**src/rtl/pixfe_pkg.sv**
```systemverilog
package pixfe_pkg;
  typedef enum logic [1:0] {
    EV_NONE  = 2'd0,
    EV_STORE = 2'd1,
    EV_DROP  = 2'd2
  } hit_event_e;
endpackage

```
**src/rtl/hit_edge_sync.sv**
```systemverilog
module hit_edge_sync #(
  parameter int STAGES = 2
) (
  input  logic clk,
  input  logic rst_n,
  input  logic din,
  output logic rise
);
  logic [STAGES-1:0] chain;
  logic              prev;

  always_ff @(posedge clk or negedge rst_n) begin
    if (!rst_n) begin
      chain <= '0;
      prev  <= 1'b0;
    end else begin
      chain <= {chain[STAGES-2:0], din};
      prev  <= chain[STAGES-1];
    end
  end

  assign rise = chain[STAGES-1] & ~prev;
endmodule

```
**src/rtl/stamp_slot.sv**
```systemverilog
module stamp_slot #(
  parameter int TS_W = 5
) (
  input  logic            clk,
  input  logic            rst_n,
  input  logic            capture,
  input  logic            rel,
  input  logic            flush,
  input  logic [TS_W-1:0] ts_bus,
  output logic            pend,
  output logic [TS_W-1:0] stamp
);
  always_ff @(posedge clk or negedge rst_n) begin
    if (!rst_n) begin
      pend <= 1'b0;
    end else if (flush) begin
      pend <= 1'b0;
    end else if (capture) begin
      pend <= 1'b1;
    end else if (rel) begin
      pend <= 1'b0;
    end
  end

  // A free slot tracks the bus; the edge that sets pend loads the last value.
  always_ff @(posedge clk or negedge rst_n) begin
    if (!rst_n) begin
      stamp <= '0;
    end else if (!pend) begin
      stamp <= ts_bus;
    end
  end
endmodule

```
**src/rtl/slot_ctrl.sv**
```systemverilog
module slot_ctrl #(
  parameter int NUM_SLOTS = 2,
  parameter int SLOT_W    = 1
) (
  input  logic                 accept,
  input  logic                 pop,
  input  logic [NUM_SLOTS-1:0] pend,
  output logic [NUM_SLOTS-1:0] capture,
  output logic [NUM_SLOTS-1:0] rel,
  output logic [SLOT_W-1:0]    sel,
  output logic                 full
);
  logic found_free;
  logic found_busy;

  always_comb begin
    capture    = '0;
    rel        = '0;
    sel        = '0;
    found_free = 1'b0;
    found_busy = 1'b0;
    for (int i = 0; i < NUM_SLOTS; i++) begin
      if (!pend[i] && !found_free) begin
        found_free = 1'b1;
        capture[i] = accept;
      end
      if (pend[i] && !found_busy) begin
        found_busy = 1'b1;
        rel[i]     = pop;
        sel        = SLOT_W'(i);
      end
    end
    full = ~found_free;
  end
endmodule

```
**src/rtl/pixel_hit_stamper.sv**
```systemverilog
module pixel_hit_stamper
  import pixfe_pkg::*;
#(
  parameter int TS_W      = 5,
  parameter int NUM_SLOTS = 2,
  parameter int SYNC_STG  = 2,
  localparam int SLOT_W   = (NUM_SLOTS > 1) ? $clog2(NUM_SLOTS) : 1
) (
  input  logic                      clk,
  input  logic                      rst_n,
  input  logic                      phase_det,
  input  logic                      win_start,
  input  logic                      mask_wr,
  input  logic                      mask_din,
  input  logic                      disc_in,
  input  logic [TS_W-1:0]           ts_bus,
  input  logic                      rd_ready,
  output logic                      rd_valid,
  output logic [SLOT_W-1:0]         rd_slot,
  output logic [TS_W-1:0]           rd_ts,
  output logic [NUM_SLOTS-1:0]      pend,
  output logic [NUM_SLOTS*TS_W-1:0] stamp_q,
  output logic                      overflow,
  output logic                      mask_q
);
  logic                 rise;
  logic                 accept;
  logic                 pop;
  logic                 full;
  logic [NUM_SLOTS-1:0] capture;
  logic [NUM_SLOTS-1:0] rel;
  logic [TS_W-1:0]      stamps [NUM_SLOTS];
  hit_event_e           ev;

  hit_edge_sync #(.STAGES(SYNC_STG)) u_sync (
    .clk  (clk),
    .rst_n(rst_n),
    .din  (disc_in),
    .rise (rise)
  );

  assign accept   = rise & phase_det & ~mask_q & ~win_start;
  assign rd_valid = ~phase_det & (|pend);
  assign pop      = rd_valid & rd_ready;

  slot_ctrl #(.NUM_SLOTS(NUM_SLOTS), .SLOT_W(SLOT_W)) u_ctrl (
    .accept (accept),
    .pop    (pop),
    .pend   (pend),
    .capture(capture),
    .rel    (rel),
    .sel    (rd_slot),
    .full   (full)
  );

  for (genvar g = 0; g < NUM_SLOTS; g++) begin : g_slot
    stamp_slot #(.TS_W(TS_W)) u_slot (
      .clk    (clk),
      .rst_n  (rst_n),
      .capture(capture[g]),
      .rel    (rel[g]),
      .flush  (win_start),
      .ts_bus (ts_bus),
      .pend   (pend[g]),
      .stamp  (stamps[g])
    );
    assign stamp_q[g*TS_W +: TS_W] = stamps[g];
  end

  assign rd_ts = stamps[rd_slot];

  always_comb begin
    if (!accept)   ev = EV_NONE;
    else if (full) ev = EV_DROP;
    else           ev = EV_STORE;
  end

  always_ff @(posedge clk or negedge rst_n) begin
    if (!rst_n) begin
      overflow <= 1'b0;
    end else if (win_start) begin
      overflow <= 1'b0;
    end else if (ev == EV_DROP) begin
      overflow <= 1'b1;
    end
  end

  always_ff @(posedge clk or negedge rst_n) begin
    if (!rst_n) begin
      mask_q <= 1'b0;
    end else if (mask_wr) begin
      mask_q <= mask_din;
    end
  end
endmodule

```
**config.mk**
```make
export PLATFORM = sky130hd
export DESIGN_NAME = pixel_hit_stamper
export DESIGN_NICKNAME = d
export VERILOG_FILES = /design/src/rtl/pixfe_pkg.sv /design/src/rtl/hit_edge_sync.sv /design/src/rtl/stamp_slot.sv /design/src/rtl/slot_ctrl.sv /design/src/rtl/pixel_hit_stamper.sv
export SDC_FILE = /design/constraint.sdc
export NUM_CORES = 1
export LEC_CHECK = 0
export CAP_MARGIN = 20
export CORE_MARGIN = 2
export CORE_UTILIZATION = 43
export CTS_CLUSTER_DIAMETER = 200
export DETAILED_ROUTE_END_ITERATION = 6
export PLACE_DENSITY = 0.82
export SKIP_CTS_REPAIR_TIMING = 1
export SKIP_LAST_GASP = 1
export SLEW_MARGIN = 20
export SYNTH_ARGS = -nofsm -noshare
export SYNTH_HDL_FRONTEND = slang
export SYNTH_SLANG_ARGS = --single-unit
export TNS_END_PERCENT = 50
```
**constraint.sdc**
```tcl
create_clock -name clk -period 3.8 [get_ports clk]
set_clock_uncertainty 0.2 [all_clocks]
set_input_delay 0.57 -clock clk [delete_from_list [all_inputs] [get_ports clk]]
set_output_delay 0.57 -clock clk [all_outputs]
set_load 0.01 [all_outputs]
```
Word-level counts from Yosys, hierarchy flattened --
Index checks and enable logic that the tools add are counted.
Storage, ports and cells: register bits 17, input port bits 13, output and inout bits 21, bits in writable memories 0, logic and storage cells 50, bits in latches 0, memories kept 0, ROM bits 0
Operators by class: multiplexer cells 21, $add $sub $neg 0, magnitude comparators 1, multiply operators 0, shift operators 0, bitwise logic cells 11, divide/modulo/power cells 0, reduce and logical (&&, ||, !) cells 8, equality and inequality tests 1
Operator list (number):
- 2-to-1 mux 1 bit | 16
- 2-to-1 mux 5 bit | 3
- AND 1 bit | 6
- nonzero test 3 bit | 2
- 2-to-1 mux 2 bit | 2
- NOT 1 bit | 4
- == test 2 bit, second input constant | 1
- greater-or-equal comparator 2 bit, second input constant | 1
- logical AND 1 bit | 2
- zero test 1 bit | 2
- NOT 1 -> 2 bit | 1
- nonzero test 2 bit | 1
- OR reduction 2 bit | 1

Longest topological paths before layout --
Gate-level depths: netlist of the first run.
depth after elaboration 9, mapped depth 4, gate-level depth less buffers 2

By module --
From an unflattened synthesis of the first run, not the netlist that was laid out.
Second synthesis, totals: cells, all modules 54, area total of the unflattened synthesis 733.2 um^2
Modules (own cells, without submodules):
- stamp_slot | cells an instance 14, times used 2, area an instance 221.5 um^2
- pixel_hit_stamper | cells an instance 16, times used 1, area an instance 158.9 um^2
- hit_edge_sync | cells an instance 4, times used 1, area an instance 88.8 um^2
- slot_ctrl | cells an instance 6, times used 1, area an instance 42.5 um^2

Least setup slack after synthesis of the first run --
No wires, ideal clock.
path type register -> output, start reg g_slot[0].u_slot.pend, end out rd_ts[0], data arrival time 1059 ps, setup slack 1971 ps, cell stages (with the launch flop) 5, required time 3030 ps, path buffers 2, path through dfrtp_1 -> buf_6 -> nand2b_4 -> buf_6 -> mux2_4
On the way: cells in the longest elaborated chain, start to end 8
RTL lines:
- start: declaration | line stamp_slot.sv:10 | output logic pend,
- start signal: assignment | line stamp_slot.sv:15 | pend <= 1'b0;
- start signal: assignment | line stamp_slot.sv:17 | pend <= 1'b0;
- start signal: assignment | line stamp_slot.sv:19 | pend <= 1'b1;
- 2-to-1 mux 1 bit | line slot_ctrl.sv:27 | if (pend[i] && !found_busy) begin
- zero test 1 bit | line slot_ctrl.sv:27
- logical AND 1 bit | line slot_ctrl.sv:27
- 2-to-1 mux 1 bit | line slot_ctrl.sv:27
- NOT 1 -> 2 bit (implied by the code) | line pixel_hit_stamper.sv:70 | assign rd_ts = stamps[rd_slot];
- 2-to-1 mux 5 bit (implied by the code) (3 in a row) | line pixel_hit_stamper.sv:70
- end: declaration | line pixel_hit_stamper.sv:20 | output logic [TS_W-1:0] rd_ts,
Every way passes these cells. The select of a mux whose other input is x is not followed.

Worst setup path after layout of the first run --
start reg g_slot[0].u_slot.pend, end out rd_ts[2]
Same word-level chain as after synthesis.

==> results of run 1 <==
## flip-flops by register name (all words and copies together) (netlist names)
register and count:
g_slot.u_slot.pend 2, g_slot.u_slot.stamp 10, mask_q 1, overflow 1, u_sync.chain 2, u_sync.prev 1
## final timing paths
check / slack (ps) / from / to
max reg2reg: 2330 / g_slot[1].u_slot.pend / g_slot[1].u_slot.pend
max in group asynchronous: 2420 / rst_n / mask_q
min in group asynchronous: 510 / rst_n / g_slot[0].u_slot.stamp[4]
min: 170 / u_sync.chain[0] / u_sync.chain[1]
max: 1080 / g_slot[0].u_slot.pend / rd_ts[2]
min reg2reg: 170 / u_sync.chain[0] / u_sync.chain[1]
## cells in the mapped netlist
master,n
buf_6,2
dfrtp_1,17
mux2_2,11
and2b_1,1
nor3b_1,1
o41ai_1,1
nand2b_1,1
nor2_1,2
nand2b_4,1
inv_1,3
nand4bb_1,1
a2111oi_1,1
buf_4,3
mux2_4,5
a221oi_1,1
## worst max-delay path, delay by kind of cell, from the launching register on
| kind | cells | cell delay [ps] |
|---|---|---|
| flops | 1 | 590 |
| mux | 1 | 310 |
| buf+inv | 1 | 480 |
| simple gates | 1 | 280 |
## layer usage
layer / track usage / wire length [um] / vias up
met5: 0 / 0 / -
met4: 0.0857 / 10 / 0
met3: 0.0235 / 75 / 2
met2: 0.250 / 782 / 20
met1: 0.167 / 522 / 259
li1: - / - / 239
## stage by stage
step	hold WS, ps	setup WS, ps	instance area (um2)
3_5_place_dp	146	1340	1070
6_report	171	1080	1100
4_1_cts	176	1050	1100
5_1_grt	170	971	1100
3_3_place_gp	134	1360	1070
2_1_floorplan	74.4	1970	762
## cell families after synthesis
logic type             after synthesis  synth area share
and+or+nand+nor                      7            0.0706
muxes                               16             0.261
DFF                                 17             0.558
buffers and inverters                8            0.0739
AOI/OAI and AO/OA                    3            0.0361
## power groups by stage
stage	clock network [mW]	logic [mW]	registers, mW
floorplan	0	0.0222	0.204
global placement	0	0.0657	0.202
detailed placement	0	0.0670	0.202
CTS	0.0992	0.0672	0.199
global route	0.105	0.0711	0.200
finish	0.0947	0.0662	0.199
## cell type report
type | count | area [um2] | share of cell area
multi-input cells | 26 | 280 | 0.256
well taps | 17 | 21.3 | 0.0194
clock inverters | 1 | 5.00 | 0.00457
clock buffers | 3 | 22.5 | 0.0205
flip-flops and latches | 17 | 425 | 0.388
inverters | 3 | 11.3 | 0.0103
repair buffers | 33 | 330 | 0.301
==> results by group, run 1 <==
Clocking
  • Clk_lat worst skew: 290 ps
  • Clk root buf: clkbuf_4
  • CTS Sinks: 17
  • TritonCTS Buffers: 3
  • Reg clk slew, reported paths: 100 ps
  • Clock buffer depth: 2
  • CTS tree: done
  • H-tree Lvls: 1

Place
  • DP Wirelength: 1.07 mm
  • Port-buffer cells: 33
  • Final Wtd Congestion: 0.688
  • Placed Cells: 96

Global routing
  • Total track usage: 0.145
  • Initial antenna violation count: 0
  • Largest net degree at the start of global routing: 18
  • Grt total ovfl: 0
  • Vias in the first global route: 483
  • First-pass GRT wire length: 2.08 mm

Pwr
  • Power share of the clock group: 0.263
  • Switching share of total power: 0.236
  • Worst vdd ir: 261 uV
  • Internal power: 0.275 mW
  • NetSw: 0.0847 mW
  • P_leak: 0.469 nW
  • Pwr dens: 328 nW/um2
  • Total power: 0.360 mW
  • Logic pwr share: 0.184
  • Sequential share of power: 0.553

Layout
  • Most frequent cells in the layout: clkdlybuf4s50_1 (33), dfrtp_1 (17), mux2_2 (11)
  • Proportion of layout cells with a drive suffix above 1: 0.253
  • Filler instances: 130
  • Area growth from synthesis to layout: 43.8%
  • Most common cell after layout, fill and taps aside: clkdlybuf4s50_1
  • Diode count: 0
  • Non-Filler Instances: 100
  • Core Util, Final: 0.649
  • Nets: 97

Logic synthesis
  • Mapped Cells: 51
  • Unique masters post-synth: 15
  • Mapped Avg Cell Area: 14.9 um2
  • Top cell type by total area after synthesis: dfrtp_1
  • Ys Warns: 0
  • Sequential fraction of the synthesis area: 0.558
  • Largest cells by area after synthesis: dfrtp_1 (56%), mux2_2 (16%), mux2_4 (9.9%)
  • Area share of the largest cell type after synthesis: 0.558
  • #FFs+latches synth: 17
  • Syn Nets: 64
  • Mapped cell area: 762 um2

Critical path
  • Crit path kind: reg2out
  • WP data required: 3030 ps
  • Crit-path max FO: 11
  • CP Launch Type: register
  • Reg2Reg Depth: 2
  • Crit-path cells: nand2b_4 -> mux2_4 -> clkdlybuf4s50_1
  • Slowest cell on crit path: dfrtp_1
  • Max incr delay on CP: 590 ps
  • Arrival @ worst endpoint: 1950 ps
  • Crit. End Element: primary output

Die
  • Die W: 46.1 um
  • Initial Util: 0.451
  • Die area: 2120 um2
  • Die H: 46.1 um
  • Row Count: 15
  • Ports: 34
  • Total core area: 1690 um2

STA
  • RSZ-0062 raised after global routing: no
  • Final TNS setup: 0 ps
  • Final setup fails: 0
  • Least-Margin Pin Slew: 743 ps
  • Max-slew violation count: 0
  • Max frequency: 0.368 GHz
  • Post-route minimum period: 2720 ps
  • Final hold vios: 0
  • Slew headroom: 0.503
  • Final cycle utilization of the critical path: 0.716

Run
  • Max_cap viols: 0

Drt
  • Vias per inst: 5.20
  • Post-route ant nets: 0
  • WL/cell: 13.9 um
  • Initial DRC Count: 1
  • Pre-antenna DRT Iters: 4
  • Final wirelength: 1.39 mm
  • Total number of vias: 520
  • Residual DRC: 0

Worst hold path
  • Hold Crit Depth: 0
  • Hold Crit Class: reg2reg

Outcome
  • Status: finished clean
(Power assumes the default switching activity.)
==> run 2: changes to the inputs <==
--- a/config.mk
+++ b/config.mk
@@ -7,10 +7,10 @@
 export LEC_CHECK = 0
 export CAP_MARGIN = 20
 export CORE_MARGIN = 2
-export CORE_UTILIZATION = 43
+export CORE_UTILIZATION = 40
 export CTS_CLUSTER_DIAMETER = 200
 export DETAILED_ROUTE_END_ITERATION = 6
-export PLACE_DENSITY = 0.82
+export PLACE_DENSITY = 0.77
 export SKIP_CTS_REPAIR_TIMING = 1
 export SKIP_LAST_GASP = 1
 export SLEW_MARGIN = 20
==> constraint.sdc (replaced) <==
create_clock -name clk -period 2.7 [get_ports clk]
set_clock_uncertainty 0.2 [all_clocks]
set_input_delay 0.405 -clock clk [delete_from_list [all_inputs] [get_ports clk]]
set_output_delay 0.405 -clock clk [all_outputs]
set_load 0.01 [all_outputs]
==> run 2 against run 1 <==
Effect of this change:
- clock power rose by 40%
- highest routed layer is now met3
- sequential power is 39% higher
- first-iteration DRC count increased by 100%
- sequential share of layout area fell by 0.87 points
- global-route usage is essentially flat
==> results by group, run 2 (synthesis results as in run 1) <==
Outcome
  • Status: finished clean

Layout
  • Most common cell after layout, fill and taps aside: clkdlybuf4s50_1
  • Biggest register: g_slot.u_slot.stamp
  • Final Cell Area: 1120 um2 (+2.3%)
  • Nets: 99 (+2.1%)
  • Diode count: 0 (unchanged)
  • Most frequent cells in the layout: clkdlybuf4s50_1 (33), dfrtp_1 (17), mux2_2 (11)
  • Largest registers: g_slot.u_slot.stamp x10, g_slot.u_slot.pend x2, u_sync.chain x2
  • Proportion of layout cells with a drive suffix above 1: 0.271 (+0.0176)
  • Max FFs per register: 10 (unchanged)
  • Non-Filler Instances: 110 (+10%)
  • Area growth from synthesis to layout: 47.1%
  • Filler instances: 159 (+22%)

Die
  • Total core area: 1760 um2 (+4.4%)
  • Die H: 47.6 um (+3.4%)
  • Die W: 47.6 um (+3.4%)
  • Row Count: 15 (unchanged)
  • Initial Util: 0.432 (-0.0192)
  • Ports: 34 (unchanged)
  • Die area: 2270 um2 (+6.8%)

STA
  • Final hold vios: 0 (unchanged)
  • Final setup fails: 0 (unchanged)
  • Max-slew violation count: 0 (unchanged)
  • Final TNS setup: 0 ps (unchanged)
  • Final cycle utilization of the critical path: 0.837
  • RSZ-0062 raised after global routing: no
  • Post-route minimum period: 2260 ps
  • Slew headroom: 0.510 (+0.00667)
  • Least-Margin Pin Slew: 733 ps (-9.98 ps)
  • Max frequency: 0.443 GHz

Critical path
  • Arrival @ worst endpoint: 1650 ps (-300 ps)
  • CP Launch Type: register
  • Crit-path cells: nand2b_4 -> mux2_4 -> clkdlybuf4s50_1
  • Worst r2r src: mask_q
  • Critical path startpoint: g_slot[1].u_slot.pend
  • Crit. End Element: primary output
  • Max incr delay on CP: 480 ps (-110 ps)
  • Crit-path max FO: 6 (-5)
  • Reg2Reg Setup Slack: 1310 ps (-1020 ps)
  • WP data required: 2100 ps (-930 ps)
  • Slowest cell on crit path: clkdlybuf4s50_1
  • Crit path kind: reg2out

Pwr
  • Worst vdd ir: 303 uV (+16%)
  • Logic pwr share: 0.190 (+0.006)
  • Power share of the clock group: 0.263 (about the same)
  • Pwr dens: 453 nW/um2 (+38%)
  • Total power: 0.507 mW (+41%)
  • Internal power: 0.388 mW (+41%)
  • P_leak: 0.480 nW (+2.3%)
  • NetSw: 0.120 mW (+41%)
  • Switching share of total power: 0.236 (+0.000242)
  • Sequential share of power: 0.547 (-0.006)

Drt
  • Final wirelength: 1.41 mm (+1.2%)
  • Post-route ant nets: 0 (unchanged)
  • Vias per inst: 4.75 (-8.7%)
  • Total number of vias: 522 (+0.38%)
  • Initial DRC Count: 2 (+1)
  • Pre-antenna DRT Iters: 4 (unchanged)
  • WL/cell: 12.8 um (-8.0%)
  • Residual DRC: 0 (unchanged)

Global routing
  • Largest net degree at the start of global routing: 18 (unchanged)
  • Vias in the first global route: 520 (+7.7%)
  • Grt total ovfl: 0 (unchanged)
  • Initial antenna violation count: 0 (unchanged)
  • First-pass GRT wire length: 2.25 mm (+8.3%)
  • Total track usage: 0.145 (+0.000477)

Place
  • Post-DP Area: 1090 um2 (+2.3%)
  • Port-buffer cells: 33 (unchanged)
  • Placed Cells: 106 (+10%)
  • DP Wirelength: 1.07 mm (about the same)
  • Final Wtd Congestion: 0.743 (+8.0%)

Clocking
  • TritonCTS Buffers: 3 (unchanged)
  • Clk root buf: clkbuf_4
  • H-tree Lvls: 1 (unchanged)
  • Clock buffer depth: 2 (unchanged)
  • CTS Sinks: 17 (unchanged)
  • CTS tree: done
  • Clk_lat worst skew: 290 ps (about the same)
  • Reg clk slew, reported paths: 110 ps (about the same)

Worst hold path
  • Hold Crit Class: reg2reg
  • Hold path startpoint: u_sync.chain[0]

Run
  • Max_cap viols: 0 (unchanged)
==> run 2: cell count changes in the layout (fill, tap and decap cells not counted), sizes merged <==
cell  change
buf       +2
==> run 2: worst paths after layout <==
kind	cells past startpoint	end
worst max-delay path	3	rd_ts[4]
worst min register to register	0	u_sync.chain[1]
worst max register to register	2	g_slot[1].u_slot.pend
max in group asynchronous	1	u_sync.chain[1]
worst min-delay path	0	u_sync.chain[1]
min in group asynchronous	1	g_slot[0].u_slot.stamp[1]
==> run 2: layer usage <==
metal | global-route usage | vias to the layer above | share of wire
li1 | - | 245 | -
met1 | 0.216 | 257 | 0.49
met2 | 0.211 | 20 | 0.47
met3 | 0.0340 | 0 | 0.040
met4 | 0.0486 | 0 | 0
met5 | 0 | - | 0
==> run 2: power by group through the flow <==
stage | Combinational [mW] | Sequential (mW) | Clock [mW]
final | 0.0966 | 0.277 | 0.133
after global routing | 0.104 | 0.280 | 0.152
after CTS | 0.0983 | 0.278 | 0.139
after detailed placement | 0.0978 | 0.282 | 0
after global placement | 0.0960 | 0.282 | 0
after floorplan | 0.0312 | 0.287 | 0
==> run 2: worst max-delay path, delay by kind of cell (launching register included) <==
kind	cells	cell delay [ps]
buf+inv	1	480
flops	1	430
mux	1	310
simple gates	1	150
==> run 2: area by class of cell <==
class | count | area [um2] | area share
flip-flops and latches | 17 | 425 | 0.379
repair buffers | 35 | 345 | 0.308
multi-input cells | 26 | 280 | 0.250
well taps | 25 | 31.3 | 0.0279
clock buffers | 3 | 22.5 | 0.0201
inverters | 3 | 11.3 | 0.0100
clock inverters | 1 | 5.00 | 0.00446
==> run 2: per-stage QoR <==
step,hold WS [ps],utilization,setup WS [ps]
after global routing,178,0.635,372
after detailed placement,141,0.620,562
after floorplan,-90.6,-,1040
final,159,0.635,441
after global placement,138,0.620,597
after CTS,163,0.635,422
